--- src/rtl/swb_pkg.sv ---
package swb_pkg;
    localparam int ADDR_W = 5;
    localparam int BYTE_W = 8;
    localparam int IDX_W  = $clog2(BYTE_W);

    localparam logic [ADDR_W-1:0] OFS_REV  = 5'h00;
    localparam logic [ADDR_W-1:0] OFS_TX   = 5'h04;
    localparam logic [ADDR_W-1:0] OFS_RX   = 5'h08;
    localparam logic [ADDR_W-1:0] OFS_CTL  = 5'h0C;
    localparam logic [ADDR_W-1:0] OFS_FLAG = 5'h10;

    localparam int B_ONEBIT = 7;
    localparam int B_IRQEN  = 6;
    localparam int B_CLKEN  = 5;
    localparam int B_START  = 4;
    localparam int B_PRES   = 3;
    localparam int B_BREAK  = 2;
    localparam int B_READ   = 1;
    localparam int B_FAST   = 0;

    typedef enum logic [2:0] {
        ST_IDLE, ST_BRK_LOW, ST_BRK_LISTEN, ST_WR_LOW, ST_WR_REST,
        ST_RD_WAIT, ST_RD_SAMP, ST_RD_REL
    } eng_st_e;

    typedef struct packed {
        logic              brk;
        logic              read;
        logic              onebit;
        logic              fast;
        logic [BYTE_W-1:0] tx;
    } cmd_t;
endpackage

--- src/rtl/swb_sync.sv ---
module swb_sync #(
    parameter int   STAGES    = 2,
    parameter logic RESET_VAL = 1'b1
) (
    input  logic clk,
    input  logic rst_n,
    input  logic async_i,
    output logic sync_o
);
    logic [STAGES-1:0] chain_q;

    always_ff @(posedge clk or negedge rst_n) begin
        if (!rst_n) chain_q <= {STAGES{RESET_VAL}};
        else        chain_q <= {chain_q[STAGES-2:0], async_i};
    end

    assign sync_o = chain_q[STAGES-1];
endmodule

--- src/rtl/swb_regs.sv ---
module swb_regs
    import swb_pkg::*;
#(
    parameter logic [3:0] REV_MAJOR = 4'd2,
    parameter logic [3:0] REV_MINOR = 4'd1
) (
    input  logic              clk,
    input  logic              rst_n,
    input  logic              wr_en,
    input  logic              rd_en,
    input  logic [ADDR_W-1:0] addr,
    input  logic [BYTE_W-1:0] wdata,
    output logic [BYTE_W-1:0] rdata,
    output logic              irq,
    output logic              start_o,
    output cmd_t              cmd_o,
    output logic              enable_o,
    output logic              go_o,
    output logic              pres_o,
    input  logic              done_tx,
    input  logic              done_rx,
    input  logic              done_to,
    input  logic              pres_hit,
    input  logic [BYTE_W-1:0] rx_byte
);
    typedef struct packed {
        logic [BYTE_W-1:0] tx;
        logic [BYTE_W-1:0] rx;
        logic              onebit;
        logic              irqen;
        logic              clken;
        logic              go;
        logic              pres;
        logic              brk;
        logic              read;
        logic              fast;
        logic [2:0]        flags;
    } regs_t;

    regs_t q, d;
    logic  wr_ctl, accept, any_done;

    always_comb begin
        d        = q;
        wr_ctl   = wr_en && (addr == OFS_CTL);
        accept   = wr_ctl && wdata[B_START] && wdata[B_CLKEN] && !q.go;
        any_done = done_tx || done_rx || done_to;

        if (wr_en && (addr == OFS_TX)) d.tx = wdata;
        if (wr_ctl) begin
            d.onebit = wdata[B_ONEBIT];
            d.irqen  = wdata[B_IRQEN];
            d.clken  = wdata[B_CLKEN];
            d.brk    = wdata[B_BREAK];
            d.read   = wdata[B_READ];
            d.fast   = wdata[B_FAST];
        end
        if (accept) begin
            d.go = 1'b1;
            if (wdata[B_BREAK]) d.pres = 1'b0;
        end
        if (pres_hit) d.pres = 1'b1;
        if (any_done) begin
            d.go  = 1'b0;
            d.brk = 1'b0;
        end
        if (done_rx) d.rx = rx_byte;
        if (!d.clken) d.go = 1'b0;

        d.flags = ((rd_en && (addr == OFS_FLAG)) ? 3'b000 : q.flags)
                  | {done_tx, done_rx, done_to};

        start_o     = accept;
        cmd_o.brk   = wdata[B_BREAK];
        cmd_o.read  = wdata[B_READ];
        cmd_o.onebit= wdata[B_ONEBIT];
        cmd_o.fast  = wdata[B_FAST];
        cmd_o.tx    = q.tx;
        enable_o    = d.clken;
    end

    always_ff @(posedge clk or negedge rst_n) begin
        if (!rst_n) q <= '0;
        else        q <= d;
    end

    always_comb begin
        case (addr)
            OFS_REV:  rdata = {REV_MAJOR, REV_MINOR};
            OFS_TX:   rdata = q.tx;
            OFS_RX:   rdata = q.rx;
            OFS_CTL:  rdata = {q.onebit, q.irqen, q.clken, q.go,
                               q.pres, q.brk, q.read, q.fast};
            OFS_FLAG: rdata = {5'b0, q.flags};
            default:  rdata = '0;
        endcase
    end

    assign irq    = q.irqen && (q.flags != 3'b000);
    assign go_o   = q.go;
    assign pres_o = q.pres;
endmodule

--- src/rtl/swb_engine.sv ---
module swb_engine
    import swb_pkg::*;
#(
    parameter int BREAK_CYC  = 40,
    parameter int PRES_CYC   = 30,
    parameter int SLOT_CYC   = 30,
    parameter int LOW1_CYC   = 5,
    parameter int LOW0_CYC   = 20,
    parameter int SAMPLE_CYC = 10,
    parameter int RESP_CYC   = 60,
    parameter int FAST_SHIFT = 1,
    parameter int GUARD_CYC  = 3
) (
    input  logic              clk,
    input  logic              rst_n,
    input  logic              enable,
    input  logic              start,
    input  cmd_t              cmd_i,
    input  logic              line_s,
    output logic              line_oe,
    output logic              done_tx,
    output logic              done_rx,
    output logic              done_to,
    output logic              pres_hit,
    output logic [BYTE_W-1:0] rx_byte
);
    localparam int CNT_W = $clog2(BREAK_CYC + PRES_CYC + SLOT_CYC + RESP_CYC + 1) + 1;
    localparam logic [CNT_W-1:0] ONE     = 1;
    localparam logic [CNT_W-1:0] GUARD_C = CNT_W'(GUARD_CYC);

    typedef struct packed {
        eng_st_e           st;
        logic [CNT_W-1:0]  cnt;
        logic [IDX_W-1:0]  idx;
        logic [BYTE_W-1:0] sh;
        cmd_t              cmd;
    } eng_t;

    eng_t q, d;

    function automatic logic [CNT_W-1:0] scale(input logic fast, input int unsigned base);
        int unsigned v;
        v = fast ? (base >> FAST_SHIFT) : base;
        if (v == 0) v = 1;
        return v[CNT_W-1:0];
    endfunction

    logic [CNT_W-1:0] t_brk, t_pres, t_slot, t_low, t_samp, t_resp;
    logic [IDX_W-1:0] last_idx;

    always_comb begin
        t_brk    = scale(q.cmd.fast, BREAK_CYC);
        t_pres   = scale(q.cmd.fast, PRES_CYC);
        t_slot   = scale(q.cmd.fast, SLOT_CYC);
        t_low    = q.cmd.tx[q.idx] ? scale(q.cmd.fast, LOW1_CYC)
                                   : scale(q.cmd.fast, LOW0_CYC);
        t_samp   = scale(q.cmd.fast, SAMPLE_CYC);
        t_resp   = scale(q.cmd.fast, RESP_CYC);
        last_idx = q.cmd.onebit ? '0 : IDX_W'(BYTE_W - 1);

        d        = q;
        done_tx  = 1'b0;
        done_rx  = 1'b0;
        done_to  = 1'b0;
        pres_hit = 1'b0;

        case (q.st)
            ST_IDLE: begin
                if (start) begin
                    d.cmd = cmd_i;
                    d.cnt = '0;
                    d.idx = '0;
                    d.sh  = '0;
                    if (cmd_i.brk)       d.st = ST_BRK_LOW;
                    else if (cmd_i.read) d.st = ST_RD_WAIT;
                    else                 d.st = ST_WR_LOW;
                end
            end
            ST_BRK_LOW: begin
                if (q.cnt == t_brk - ONE) begin
                    d.st  = ST_BRK_LISTEN;
                    d.cnt = '0;
                end else d.cnt = q.cnt + ONE;
            end
            ST_BRK_LISTEN: begin
                if (q.cnt >= GUARD_C && !line_s) pres_hit = 1'b1;
                if (q.cnt == t_pres - ONE) begin
                    done_to = 1'b1;
                    d.st    = ST_IDLE;
                end else d.cnt = q.cnt + ONE;
            end
            ST_WR_LOW: begin
                if (q.cnt == t_low - ONE) d.st = ST_WR_REST;
                d.cnt = q.cnt + ONE;
            end
            ST_WR_REST: begin
                if (q.cnt == t_slot - ONE) begin
                    if (q.idx == last_idx) begin
                        done_tx = 1'b1;
                        d.st    = ST_IDLE;
                    end else begin
                        d.idx = q.idx + 1'b1;
                        d.cnt = '0;
                        d.st  = ST_WR_LOW;
                    end
                end else d.cnt = q.cnt + ONE;
            end
            ST_RD_WAIT: begin
                if (!line_s) begin
                    d.st  = ST_RD_SAMP;
                    d.cnt = '0;
                end else if (q.cnt == t_resp - ONE) begin
                    done_to = 1'b1;
                    d.st    = ST_IDLE;
                end else d.cnt = q.cnt + ONE;
            end
            ST_RD_SAMP: begin
                if (q.cnt == t_samp - ONE) begin
                    d.sh  = {line_s, q.sh[BYTE_W-1:1]};
                    d.cnt = '0;
                    d.st  = ST_RD_REL;
                end else d.cnt = q.cnt + ONE;
            end
            ST_RD_REL: begin
                if (line_s) begin
                    if (q.idx == last_idx) begin
                        done_rx = 1'b1;
                        d.st    = ST_IDLE;
                    end else begin
                        d.idx = q.idx + 1'b1;
                        d.cnt = '0;
                        d.st  = ST_RD_WAIT;
                    end
                end else if (q.cnt == t_resp - ONE) begin
                    done_to = 1'b1;
                    d.st    = ST_IDLE;
                end else d.cnt = q.cnt + ONE;
            end
            default: d.st = ST_IDLE;
        endcase

        if (!enable) begin
            d.st     = ST_IDLE;
            done_tx  = 1'b0;
            done_rx  = 1'b0;
            done_to  = 1'b0;
            pres_hit = 1'b0;
        end
    end

    always_ff @(posedge clk or negedge rst_n) begin
        if (!rst_n) q <= '{st: ST_IDLE, default: '0};
        else        q <= d;
    end

    assign line_oe = (q.st == ST_BRK_LOW) || (q.st == ST_WR_LOW);
    assign rx_byte = q.cmd.onebit ? {{(BYTE_W-1){1'b0}}, q.sh[BYTE_W-1]} : q.sh;
endmodule

--- src/rtl/swb_master.sv ---
module swb_master
    import swb_pkg::*;
#(
    parameter int         BREAK_CYC  = 40,
    parameter int         PRES_CYC   = 30,
    parameter int         SLOT_CYC   = 30,
    parameter int         LOW1_CYC   = 5,
    parameter int         LOW0_CYC   = 20,
    parameter int         SAMPLE_CYC = 10,
    parameter int         RESP_CYC   = 60,
    parameter int         FAST_SHIFT = 1,
    parameter int         SYNC_STG   = 2,
    parameter logic [3:0] REV_MAJOR  = 4'd2,
    parameter logic [3:0] REV_MINOR  = 4'd1
) (
    input  logic              clk,
    input  logic              rst_n,
    input  logic              wr_en,
    input  logic              rd_en,
    input  logic [ADDR_W-1:0] addr,
    input  logic [BYTE_W-1:0] wdata,
    output logic [BYTE_W-1:0] rdata,
    output logic              irq,
    output logic              line_oe,
    input  logic              line_in
);
    localparam int GUARD_CYC = SYNC_STG + 1;

    logic              line_s, eng_start, eng_enable, ctl_go, ctl_pres;
    logic              done_tx, done_rx, done_to, pres_hit;
    logic [BYTE_W-1:0] rx_byte;
    cmd_t              eng_cmd;

    swb_sync #(.STAGES(SYNC_STG), .RESET_VAL(1'b1)) u_sync (
        .clk(clk), .rst_n(rst_n), .async_i(line_in), .sync_o(line_s)
    );

    swb_regs #(.REV_MAJOR(REV_MAJOR), .REV_MINOR(REV_MINOR)) u_regs (
        .clk(clk), .rst_n(rst_n), .wr_en(wr_en), .rd_en(rd_en), .addr(addr),
        .wdata(wdata), .rdata(rdata), .irq(irq), .start_o(eng_start),
        .cmd_o(eng_cmd), .enable_o(eng_enable), .go_o(ctl_go), .pres_o(ctl_pres),
        .done_tx(done_tx), .done_rx(done_rx), .done_to(done_to),
        .pres_hit(pres_hit), .rx_byte(rx_byte)
    );

    swb_engine #(
        .BREAK_CYC(BREAK_CYC), .PRES_CYC(PRES_CYC), .SLOT_CYC(SLOT_CYC),
        .LOW1_CYC(LOW1_CYC), .LOW0_CYC(LOW0_CYC), .SAMPLE_CYC(SAMPLE_CYC),
        .RESP_CYC(RESP_CYC), .FAST_SHIFT(FAST_SHIFT), .GUARD_CYC(GUARD_CYC)
    ) u_engine (
        .clk(clk), .rst_n(rst_n), .enable(eng_enable), .start(eng_start),
        .cmd_i(eng_cmd), .line_s(line_s), .line_oe(line_oe),
        .done_tx(done_tx), .done_rx(done_rx), .done_to(done_to),
        .pres_hit(pres_hit), .rx_byte(rx_byte)
    );
endmodule

--- config.mk ---
export PLATFORM = sky130hd
export DESIGN_NAME = swb_master
export DESIGN_NICKNAME = d
export VERILOG_FILES = /design/src/rtl/swb_pkg.sv /design/src/rtl/swb_sync.sv /design/src/rtl/swb_regs.sv /design/src/rtl/swb_engine.sv /design/src/rtl/swb_master.sv
export SDC_FILE = /design/constraint.sdc
export NUM_CORES = 1
export LEC_CHECK = 0
export ABC_AREA = 1
export BUFFER_PORTS_ARGS = -buffer_cell sky130_fd_sc_hd__buf_2
export CORE_MARGIN = 5
export CORE_UTILIZATION = 35
export DETAILED_ROUTE_END_ITERATION = 6
export PLACE_DENSITY = 0.65
export REMOVE_ABC_BUFFERS = 1
export SYNTH_ARGS = -nofsm -noshare
export SYNTH_HDL_FRONTEND = slang
export SYNTH_HIERARCHICAL = 1
export SYNTH_SLANG_ARGS = --single-unit
--- constraint.sdc ---
create_clock -name clk -period 1.9 [get_ports clk]
set_clock_uncertainty 0.05 [all_clocks]
set_input_delay 0.19 -clock clk [delete_from_list [all_inputs] [get_ports clk]]
set_output_delay 0.19 -clock clk [all_outputs]
set_load 0.01 [all_outputs]
Word-level counts from Yosys, hierarchy flattened
Index checks and enable logic that the tools add are counted.
W data, S select, Z words.
{"block": "op_classes", "add_sub_neg": 7, "reduce_logical": 33, "n_eq_ne": 29, "bitwise": 1, "order_cmp": 2, "n_mux": 69}
{"cell": "$logic_not A32 Y1", "count": 6}
{"cell": "$mux W9", "count": 12}
{"cell": "$pmux W12 S8", "count": 1}
{"cell": "$mux W3", "count": 16}
{"cell": "$eq A9 B9 Y1", "count": 5}
{"cell": "$sub A9 B1 Y9 const B", "count": 5}
{"cell": "$pmux W8 S5", "count": 1}
{"cell": "$mux W12", "count": 3}
{"cell": "$mux W35", "count": 1}
{"cell": "$mux W1", "count": 22}
{"cell": "$ne A3 B3 Y1 const B", "count": 7}
{"cell": "$mux W8", "count": 2}
{"cell": "$pmux W8 S2", "count": 1}
{"cell": "$eq A3 B3 Y1 const B", "count": 4}
{"cell": "$mux W6", "count": 2}
{"cell": "$eq A5 B4 Y1 const B", "count": 2}
{"cell": "$mux W5", "count": 2}
{"cell": "$add A9 B1 Y9 const B", "count": 1}
{"cell": "$ge A9 B2 Y1 const B", "count": 1}
{"cell": "$pmux W3 S3", "count": 1}
{"cell": "$logic_and A1 B1 Y1", "count": 8}
{"cell": "$reduce_bool A2 Y1", "count": 4}
{"cell": "$eq A3 B2 Y1 const B", "count": 2}
{"cell": "$ne A2 B2 Y1 const B", "count": 3}
{"cell": "21 further kinds", "count": 29}
{"block": "word_totals", "out_inout_bits": 10, "in_bits": 18, "elab_cells": 162, "register_bits": 64}

Longest topological paths before layout
Gate-level depths: netlist (run 1).
{"block": "depth", "depth_word": 12, "depth_mapped": 14, "depth_no_buf": 14}

By module
Netlist (run 1), hierarchy kept.
{"module": "swb_engine", "cells_per_inst": 334, "area_per_inst_um2": 2275.9, "seq_area_each_um2": 825.8, "instances": 1}
{"module": "swb_regs", "cells_per_inst": 168, "area_per_inst_um2": 1417.6, "seq_area_each_um2": 675.6, "instances": 1}
{"module": "swb_sync", "cells_per_inst": 2, "area_per_inst_um2": 52.6, "seq_area_each_um2": 52.6, "instances": 1}

Least setup slack after synthesis (run 1)
Ideal clock, no wire load.
{"block": "synth_timing", "path_type": "in2reg", "startpoint": "in addr[3]", "endpoint": "reg u_regs/q[16] (netlist name)", "required_time_ps": 1714, "path_stages": 8, "slack_ps": 56, "setup_ps": 136, "arrival_ps": 1659, "path_buffers": 1, "path_cell_list": "inv_1 -> nor2_4 -> nand4_4 -> o21ai_2 -> inv_1 -> nor3_1 -> clkbuf_1 -> o21ai_0"}
{"block": "synth_via", "elab_chain_cells": 4}
{"element": "start, declared", "line": "swb_master.sv:20", "rtl": "input logic [ADDR_W-1:0] addr,"}
{"element": "$eq A5 B4 Y1", "line": "swb_regs.sv:45", "rtl": "wr_ctl = wr_en && (addr == OFS_CTL);"}
{"element": "$logic_and A1 B1 Y1", "line": "swb_regs.sv:45"}
{"element": "$mux W1", "line": "swb_regs.sv:50", "rtl": "if (wr_ctl) begin"}
{"element": "named net eng_enable", "line": "swb_master.sv:29", "rtl": "logic line_s, eng_start, eng_enable, ctl_go, ctl_pres;"}
{"element": "$mux W1", "line": "swb_engine.sv:142", "rtl": "if (!enable) begin"}
{"element": "named net done_rx", "line": "swb_master.sv:30", "rtl": "logic done_tx, done_rx, done_to, pres_hit;"}
{"element": "end signal, assigned", "line": "swb_regs.sv:83", "rtl": "if (!rst_n) q <= '0;"}
{"element": "end signal, assigned", "line": "swb_regs.sv:84", "rtl": "else q <= d;"}
{"element": "end, declared", "line": "swb_regs.sv:40", "rtl": "regs_t q, d;"}
The timed path passes the listed nets, and every way through them passes these cells.
A chain may end at the register's enable or synchronous reset.

Worst setup path after layout (run 1)
{"block": "layout_timing", "startpoint": "reg u_engine/q[29] (netlist name)", "endpoint": "reg u_engine/q[14] (netlist name)"}
{"block": "layout_via", "elab_chain_cells": 3}
{"element": "start, declared", "line": "swb_engine.sv:39", "rtl": "eng_t q, d;"}
{"element": "start signal, assigned", "line": "swb_engine.sv:152", "rtl": "if (!rst_n) q <= '{st: ST_IDLE, default: '0};"}
{"element": "start signal, assigned", "line": "swb_engine.sv:153", "rtl": "else q <= d;"}
{"element": "$eq A9 B9 Y1", "line": "swb_engine.sv:118", "rtl": "if (q.cnt == t_samp - ONE) begin"}
{"element": "$ne A2 B1 Y1 (no source line)"}
{"element": "$reduce_and A3 Y1 (no source line)"}
Every way passes these cells.

==> impl_metrics.env, run 1 <==
export IMPL_post_synth_top_area_cell="dfrtp_1"
export IMPL_io_pin_count=28
export IMPL_netlist_top_cells_area="dfrtp_1 40%, nand2_1 12%, inv_1 6.8%"
export IMPL_area_growth_pct=26.9
export IMPL_avgSynthCellArea_um2=7.43
export IMPL_final_cell_area_um2=4750
export IMPL_r2r_setup_slack_ns=-0.006
export IMPL_dp_hpwl_um=7690
export IMPL_routed_via_density=5.04
export IMPL_drt_initial_drc_count=281
export IMPL_grt_total_usage_pct=15.7
export IMPL_ant_nets=0
export IMPL_min_to="u_regs/cmd_o[3]$_DFFE_PN0P_"
export IMPL_ys_flop_type="dfrtp_1"
export IMPL_antenna_found_initial=0
export IMPL_min_period_over_period_pct=100
export IMPL_port_buffers=27
export IMPL_peakVddDrop_uv=677
export IMPL_start_kind="flop"
export IMPL_synthSimpleGateAreaFrac_pct=31.5
export IMPL_crit_arrival_ns=2.08
export IMPL_hold_viol_final=0
export IMPL_setup_violations_final=1
export IMPL_cts_tree="done"
export IMPL_outcome="finished with violations"
export IMPL_ys_ff_latch=62
export IMPL_fp_row_count=37
export IMPL_p_leak_nw=2.31
export IMPL_grt_pass1_vias=3450
export IMPL_setup_tns_ns=-0.00559
export IMPL_yosys_area_share_xor_xnor_pct=1.17
export IMPL_clk_path_buf_depth=2
export IMPL_synth_top_area_share_pct=40.1
export IMPL_start_util_pct=36.1
export IMPL_tightest_slew_ns=0.432
export IMPL_synth_fa_ha_area_share_pct=0.668
export IMPL_die_h_um=113
export IMPL_syn_area_um2=3750
export IMPL_violations="setup timing"
export IMPL_hold_class="input pin to flop"
export IMPL_grt_pass1_wl_um=16300
export IMPL_fillers=1046
export IMPL_drive_above_1_share_pct=31.8
export IMPL_power_w=0.00449
export IMPL_drv_slew=0
export IMPL_drv_cap=0
export IMPL_synthDistinctLibCells=43
export IMPL_drc=0
export IMPL_die_w_um=113
export IMPL_synthArstFlopShare_pct=100
export IMPL_cts_max_level=3
export IMPL_die_area_um2=12900
export IMPL_cts_buffers=9
export IMPL_finalWorstSetupSlack_ns=-0.00559
export IMPL_crit_fanout=8
export IMPL_clkLatencyLatePin_ns=0.34
export IMPL_wl_per_cell_um=14.7
export IMPL_timing_fmax_mhz=525
export IMPL_hold_path_startpoint="wdata[3]"
export IMPL_synth_top_family_by_area="simple AND/OR/NAND/NOR gates"
export IMPL_postSynthCellCount=504
export IMPL_p_per_area_nw_per_um2=944
export IMPL_ys_warnings_count=6
export IMPL_reg2reg_depth=12
export IMPL_core_um2=10400
export IMPL_cp_end_kind="flop"
export IMPL_place_congestion=0.894
export IMPL_layout_min_cycle_time_ns=1.91
export IMPL_fin_nets=596
export IMPL_clock_sinks=62
export IMPL_diodes=0
export IMPL_synth_edf_count=0
export IMPL_crit_reg2reg_launch="u_engine/q[29]$_DFFE_PN0P_"
export IMPL_worstPathRequired_ns=2.07
export IMPL_hold_depth=3
export IMPL_cts_root_buf="clkbuf_8"
export IMPL_seq_area_frac_synth_pct=41.5
export IMPL_slew_headroom_pct=71.2
export IMPL_routed_wl_um=10500
export IMPL_timing_rr_end="u_engine/q[14]$_DFFE_PN0P_"
export IMPL_overflow=0
export IMPL_via_count=3611
export IMPL_drtPass1Iterations=5
export IMPL_clkTransAtPathRegs_ns=0.08
export IMPL_postPlaceCellArea_um2=4200
export IMPL_grt_max_degree=47
export IMPL_synth_compound_area_share_pct=13.4
export IMPL_synth_mux_area_share_pct=0.301
export IMPL_rsz0062_at_grt="yes"
export IMPL_criticalPathCategory="flop to flop"
[cells in the final DEF, fill, tap and decap left out, drive strengths merged, types with 8 or more instances in the layout]
cell type / count
dfrtp: 60
o21ai: 37
inv: 81
clkbuf: 9
nand3: 33
nor2: 66
buf: 80
a21oi: 19
nand2: 125
o22ai: 8
nand4: 13
nor3: 10
[power breakdown]
part           switching (W)  internal, W
logic               0.000939     0.000618
clock network       0.000587     0.000491
registers           0.000240      0.00161
total                0.00177      0.00272
[area by class of cell]
| cell class | instances | area, um^2 | area share [%] |
|---|---|---|---|
| Inverter | 77 | 292 | 6.13 |
| Clock buffer | 9 | 124 | 2.61 |
| Tap cell | 136 | 170 | 3.58 |
| Multi-Input combinational cell | 344 | 1960 | 41.3 |
| Sequential cell | 62 | 1560 | 32.9 |
| Clock inverter | 7 | 56.3 | 1.18 |
| Timing Repair Buffer | 82 | 587 | 12.3 |
[Yosys cell counts, types with 2 or more instances]
library cell,instances
buf_4,14
o2111ai_1,2
dfstp_2,2
buf_2,3
o211ai_1,4
dfrtp_1,60
o21bai_1,2
o22ai_1,8
a21oi_1,18
nand2_2,2
o21ai_2,8
nor3_1,6
inv_1,68
ha_1,2
nand3_1,31
nor3_2,2
nand4_1,12
o21ai_0,24
nor3_4,2
xor2_1,4
nor2_4,3
nand3_2,2
o221ai_1,5
nor2_2,8
o21ai_1,5
clkbuf_1,3
inv_2,9
nand2_1,122
nor2_1,55
a31oi_1,5
[registers in the layout, summed over array words and instances (netlist names)]
name            cells
u_regs/pres_o       1
u_regs/cmd_o        8
u_regs/q           17
u_sync/chain_q      2
u_engine/q         33
u_regs/go_o         1
[layer usage]
layer  vias to the layer above  share of wire [%]  wire [um]  global-route usage [%]
met5                         -                  0          0                       0
met4                         0                2.0        206                    4.01
met3                        20                5.0        524                    3.77
met2                       118                 49       5120                    25.8
met1                      1712                 44       4650                    20.9
li1                       1761                  -          -                       -
[critical path: stages, from the launching register on]
cell and delay, ns:
dfrtp_1 0.40, inv_2 0.08, nand2_2 0.06, nor2_4 0.11
buf_6 0.12, nand2_2 0.04, nor2_1 0.07, nand2_1 0.09
o21ai_4 0.18, nand2_2 0.11, buf_6 0.13, nor2_4 0.23
o22ai_1 0.13
[logic make-up after synthesis]
| logic type | count (synthesis) |
|---|---|
| simple gates | 254 |
| flops | 62 |
| mux | 1 |
| compound gates | 82 |
| xor+xnor | 5 |
| buf+inv | 98 |
| fa+ha+maj | 2 |
[worst max path at each step]
stage                          startpoint  slack, ns  cells past startpoint                          to
3_5_place_dp    u_engine/q[8]$_DFFE_PN0P_      -0.07                     10  u_engine/q[25]$_DFFE_PN0P_
3_3_place_gp    u_engine/q[8]$_DFFE_PN0P_      -0.03                     10  u_engine/q[25]$_DFFE_PN0P_
2_1_floorplan   u_engine/q[9]$_DFFE_PN0P_      -0.23                      8     u_regs/q[5]$_DFFE_PN0P_
6_report       u_engine/q[29]$_DFFE_PN0P_     -0.006                     12  u_engine/q[14]$_DFFE_PN0P_
5_1_grt        u_engine/q[29]$_DFFE_PN0P_       -0.1                     13  u_engine/q[23]$_DFFE_PN0P_
4_1_cts        u_engine/q[34]$_DFFE_PN0P_      0.003                     10  u_engine/q[23]$_DFFE_PN0P_
[what timing repair did]
item | in CTS | in global routing
setup endpoints to repair | 9 | 37
pin swaps | 0 | 17
gates cloned | 0 | 0
endpoints found under the hold margin | 15 | 0
hold buffers | 2 | 0
resized for setup | 8 | 59
buffers inserted | 0 | 16
[metrics by stage]
stage | setup WS (ns) | hold WS (ns) | cells | utilization, %
2_1_floorplan | -0.235 | -0.156 | 483 | -
3_3_place_gp | -0.0284 | 0.104 | 683 | 40.5
3_5_place_dp | -0.0681 | 0.109 | 683 | 40.5
4_1_cts | 0.00348 | 0.0328 | 701 | 42.7
5_1_grt | -0.0991 | 0.0306 | 717 | 45.8
6_report | -0.00559 | 0.0477 | 717 | 45.8
No activity file was read; power rests on OpenSTA's default activity.
==> inputs of run 2 (changes only) <==
MAX_ROUTING_LAYER = met4   (was unset)
==> impl_metrics.env, run 2 (synthesized netlist as in run 1, its figures left out) <==
export IMPL_crit_top_cell="nand2_1"
export IMPL_min_period_over_period_pct=99.0
export IMPL_fin_nets=592
export IMPL_layout_core_utilization_pct=45.8
export IMPL_core_um2=10400
export IMPL_port_buffers=27
export IMPL_drive_above_1_share_pct=30.5
export IMPL_drt_initial_drc_count=315
export IMPL_cts_root_buf="clkbuf_8"
export IMPL_place_congestion=0.910
export IMPL_setup_tns_ns=0
export IMPL_slowest_delay_ns=0.49
export IMPL_criticalPathCategory="flop to flop"
export IMPL_antenna_found_initial=0
export IMPL_io_pin_count=28
export IMPL_final_common_cell="nand2_1"
export IMPL_p_per_area_nw_per_um2=997
export IMPL_grt_max_degree=63
export IMPL_area_growth_pct=26.8
export IMPL_clkTransAtPathRegs_ns=0.08
export IMPL_ant_nets=0
export IMPL_worstPathRequired_ns=2.10
export IMPL_crit_arrival_ns=2.08
export IMPL_layout_min_cycle_time_ns=1.88
export IMPL_drtPass1Iterations=5
export IMPL_clkLatencyLatePin_ns=0.34
export IMPL_diodes=0
export IMPL_drv_slew=0
export IMPL_clock_sinks=62
export IMPL_timing_rr_end="u_engine/q[32]$_DFFE_PN0P_"
export IMPL_die_h_um=113
export IMPL_r2r_setup_slack_ns=0.02
export IMPL_cp_end_kind="flop"
export IMPL_grt_total_usage_pct=16.2
export IMPL_reg2reg_depth=12
export IMPL_holdWs_ns=0.0481
export IMPL_fp_row_count=37
export IMPL_grt_pass1_vias=3372
export IMPL_overflow=0
export IMPL_routed_via_density=5.03
export IMPL_fillers=1045
export IMPL_setup_violations_final=0
export IMPL_hold_depth=3
export IMPL_cp_startpoint="u_engine/q[8]$_DFFE_PN0P_"
export IMPL_cts_buffers=9
export IMPL_drc=0
export IMPL_crit_fanout=8
export IMPL_peakVddDrop_uv=543
export IMPL_timing_fmax_mhz=531
export IMPL_clk_path_buf_depth=2
export IMPL_tightest_slew_ns=0.433
export IMPL_cts_tree="done"
export IMPL_cts_max_level=3
export IMPL_wl_per_cell_um=14.3
export IMPL_largest_reg_flops=33
export IMPL_crit_reg2reg_launch="u_engine/q[8]$_DFFE_PN0P_"
export IMPL_outcome="finished clean"
export IMPL_crit_slowest_cell="dfrtp_2"
export IMPL_crit_chain="buf_4 -> xor2_2 -> buf_4 -> nand3_2 -> nand2_1 -> o21ai_0 -> o21ai_0 -> nand3_1 -> nand2_1 -> nand3_1 -> nand2_1 -> inv_1"
export IMPL_start_kind="flop"
export IMPL_hold_viol_final=0
export IMPL_grt_pass1_wl_um=16400
export IMPL_start_util_pct=36.1
export IMPL_slew_headroom_pct=70.9
export IMPL_min_to="u_regs/cmd_o[3]$_DFFE_PN0P_"
export IMPL_top_register="u_engine/q"
export IMPL_routed_wl_um=10200
export IMPL_p_leak_nw=2.30
export IMPL_die_area_um2=12900
export IMPL_die_w_um=113
export IMPL_via_count=3583
export IMPL_dp_hpwl_um=7540
export IMPL_layout_common_cells="111 x nand2_1, 68 x inv_1, 53 x dfrtp_1"
export IMPL_rsz0062_at_grt="yes"
export IMPL_hold_class="input pin to flop"
export IMPL_hold_path_startpoint="wdata[3]"
export IMPL_drv_cap=0
-- run 2: how the worst max path moves through the flow --
stage,cells after the start,endpoint,slack (ns)
floorplan,8,u_regs/q[5]$_DFFE_PN0P_,-0.23
global placement,10,u_engine/q[25]$_DFFE_PN0P_,-0.03
detailed placement,10,u_engine/q[25]$_DFFE_PN0P_,-0.06
CTS,10,u_engine/q[25]$_DFFE_PN0P_,-0.001
global route,13,u_engine/q[33]$_DFFE_PN0P_,-0.11
finish,12,u_engine/q[32]$_DFFE_PN0P_,0.02
-- run 2: metrics by stage --
| step | std cells | cell area, um^2 | total power (W) | worst slack (ns) |
|---|---|---|---|---|
| CTS | 701 | 4470 | 0.00457 | -0.00116 |
| global route | 713 | 4750 | 0.00505 | -0.109 |
| finish | 713 | 4750 | 0.00474 | 0.0184 |
| global placement | 683 | 4200 | 0.00315 | -0.0284 |
| floorplan | 483 | 3600 | 0.00264 | -0.235 |
| detailed placement | 683 | 4200 | 0.00319 | -0.0617 |
-- run 2: per-layer routing --
metal / GRT usage [%] / up-vias / share of wire [%]
met5: - / - / 0
met4: 3.61 / 0 / 0.91
met3: 3.87 / 10 / 5.4
met2: 25.8 / 112 / 49
met1: 21.2 / 1704 / 45
li1: - / 1757 / -
-- run 2: cell type report --
cell class | count | area [um^2] | area share, %
clock inverters | 7 | 104 | 2.19
multi-input cells | 344 | 1960 | 41.2
inverters | 77 | 289 | 6.08
well taps | 136 | 170 | 3.58
flip-flops and latches | 62 | 1560 | 32.9
repair buffers | 78 | 546 | 11.5
clock buffers | 9 | 124 | 2.61
-- run 2: worst max-delay path, delay by kind of cell (launching register included) --
| kind | cells | cell delay, ns |
|---|---|---|
| and+or+nand+nor | 6 | 0.51 |
| DFF | 1 | 0.49 |
| buffers and inverters | 3 | 0.35 |
| xor gates and xnor gates | 1 | 0.19 |
| AOI/OAI and AO/OA | 2 | 0.18 |
-- run 2: repair_timing --
action | CTS | global route
buffers inserted | 0 | 12
hold endpoints to repair | 61 | 0
setup endpoints to repair | 12 | 35
hold buffers | 2 | 0
pin swaps | 0 | 9
resized for setup | 8 | 47
-- run 2: report_power, final --
| group | total [W] | switching (W) | internal [W] |
|---|---|---|---|
| clock | 0.00136 | 0.000602 | 0.000760 |
| combinational | 0.00154 | 0.000924 | 0.000619 |
| sequential | 0.00183 | 0.000223 | 0.00161 |
==> inputs of run 3 (changes only) <==
MAX_ROUTING_LAYER = unset   (was met4)
PLACE_DENSITY = unset   (was 0.65)
PLACE_DENSITY_LB_ADDON = 0.15   (was unset)
SLEW_MARGIN = 0   (was unset)
==> impl_metrics.env, run 3 (synthesized netlist as in run 1, its figures left out) <==
export IMPL_die_h_um=113
export IMPL_antenna_found_initial=0
export IMPL_drtPass1Iterations=4
export IMPL_cts_tree="done"
export IMPL_clock_sinks=62
export IMPL_crit_chain="inv_2 -> nand2_2 -> nor2_4 -> buf_6 -> nand2_1 -> nor2_1 -> nand2_1 -> o21ai_2 -> nand3_2 -> nor2_4 -> nor2_4 -> o21ai_2 -> inv_1"
export IMPL_grt_pass1_vias=3383
export IMPL_cts_buffers=9
export IMPL_drt_initial_drc_count=184
export IMPL_cts_max_level=3
export IMPL_layout_min_cycle_time_ns=1.90
export IMPL_via_count=3494
export IMPL_cp_end_kind="flop"
export IMPL_tightest_slew_ns=0.579
export IMPL_timing_fmax_mhz=527
export IMPL_fillers=1072
export IMPL_crit_top_cell="nor2_4"
export IMPL_seq_area_um2=1560
export IMPL_slew_headroom_pct=61.4
export IMPL_setup_violations_final=0
export IMPL_io_pin_count=28
export IMPL_p_comb_share_pct=32.9
export IMPL_postPlaceCellArea_um2=4170
export IMPL_place_congestion=0.900
export IMPL_clkLatencyLatePin_ns=0.34
export IMPL_final_cell_area_um2=4650
export IMPL_grt_max_degree=41
export IMPL_layout_common_cells="114 x nand2_1, 65 x inv_1, 52 x dfrtp_1"
export IMPL_area_growth_pct=24.2
export IMPL_diodes=0
export IMPL_cp_buffers_inverters=3
export IMPL_clk_path_buf_depth=2
export IMPL_grt_pass1_wl_um=16800
export IMPL_setup_tns_ns=0
export IMPL_top_register="u_engine/q"
export IMPL_p_leak_nw=2.26
export IMPL_routed_wl_um=10500
export IMPL_power_switching_w=0.00169
export IMPL_hold_class="input pin to flop"
export IMPL_die_w_um=113
export IMPL_outcome="finished clean"
export IMPL_multiInputGateArea_um2=1890
export IMPL_drive_above_1_share_pct=29.2
export IMPL_slowest_delay_ns=0.40
export IMPL_drc=0
export IMPL_p_clk_share_pct=26.9
export IMPL_ant_nets=0
export IMPL_fp_row_count=37
export IMPL_min_period_over_period_pct=99.8
export IMPL_core_um2=10400
export IMPL_port_buffers=27
export IMPL_drv_cap=0
export IMPL_p_sw_share_pct=37.1
export IMPL_drv_slew=0
export IMPL_fin_nets=587
export IMPL_grt_total_usage_pct=16.4
export IMPL_criticalPathCategory="flop to flop"
export IMPL_rsz0062_at_grt="yes"
export IMPL_crit_fanout=5
export IMPL_wl_per_cell_um=14.9
export IMPL_start_util_pct=36.1
export IMPL_final_common_cell="nand2_1"
export IMPL_p_per_area_nw_per_um2=978
export IMPL_start_kind="flop"
export IMPL_p_int_w=0.00286
export IMPL_hold_viol_final=0
export IMPL_seqPwrFrac_pct=40.2
export IMPL_largest_reg_flops=33
export IMPL_routed_via_density=4.94
export IMPL_clkTransAtPathRegs_ns=0.08
export IMPL_die_area_um2=12900
export IMPL_peakVddDrop_uv=456
export IMPL_worstPathRequired_ns=2.09
export IMPL_crit_slowest_cell="dfrtp_1"
export IMPL_crit_family="simple AND/OR/NAND/NOR gates"
export IMPL_dp_hpwl_um=7930
export IMPL_cts_root_buf="clkbuf_8"
export IMPL_crit_arrival_ns=2.09
export IMPL_overflow=0
-- run 3: tightest hold or removal path: stages --
cell     delay (ns)
buf_2          0.08
nand3_1        0.07
nand2_1        0.06
-- run 3: path summary, 6_finish.rpt --
kind | to | from | depth (start not counted) | slack (ns)
hold / removal | u_regs/cmd_o[3]$_DFFE_PN0P_ | wdata[3] | 3 | 0.04
hold reg to reg | u_sync/chain_q[1]$_DFF_PN1_ | u_sync/chain_q[0]$_DFF_PN1_ | 0 | 0.31
min in group asynchronous | u_regs/q[12]$_DFFE_PN0P_ | rst_n | 2 | 0.32
setup / recovery | u_engine/q[23]$_DFFE_PN0P_ | u_engine/q[30]$_DFFE_PN0P_ | 13 | 0.004
setup reg to reg | u_engine/q[23]$_DFFE_PN0P_ | u_engine/q[30]$_DFFE_PN0P_ | 13 | 0.004
max in group asynchronous | u_engine/q[24]$_DFFE_PN0P_ | rst_n | 3 | 0.82
-- run 3: metal layers --
layer | share of wire, % | global-route usage [%]
met1 | 46 | 21.9
met2 | 47 | 26.3
met3 | 4.9 | 3.71
met4 | 2.1 | 5.53
met5 | 0 | 0
-- run 3: cell type report --
class	count	share of cell area, %
well taps	136	3.66
repair buffers	73	11.5
flip-flops and latches	62	33.6
clock inverters	6	1.48
multi-input cells	344	40.6
clock buffers	10	2.96
inverters	77	6.21
-- run 3: through the flow --
stage,worst slack [ns],instances,utilization [%],total power [W],hold WS [ns]
3_3_place_gp,-0.0140,677,40.2,0.00316,0.161
4_1_cts,0.00352,696,42.6,0.00445,0.0226
3_5_place_dp,-0.0272,677,40.2,0.00317,0.168
2_1_floorplan,-0.235,483,-,0.00264,-0.156
6_report,0.00389,708,44.9,0.00455,0.0445
5_1_grt,-0.135,708,44.9,0.00488,0.0345
-- run 3: power by group through the flow --
stage                     sequential, W  clock (W)  combinational (W)
after global placement          0.00184          0            0.00132
final                           0.00183    0.00122            0.00150
after detailed placement        0.00185          0            0.00133
after global routing            0.00187    0.00133            0.00168
after CTS                       0.00182    0.00127            0.00135
after floorplan                 0.00180          0           0.000840
-- run 3: timing repair --
| action | in CTS | in global routing |
|---|---|---|
| hold buffers | 2 | 0 |
| resized for setup | 7 | 38 |
| setup endpoints to repair | 12 | 29 |
| setup buffers | 1 | 12 |
| hold endpoints to repair | 21 | 0 |
| pin swaps | 1 | 16 |
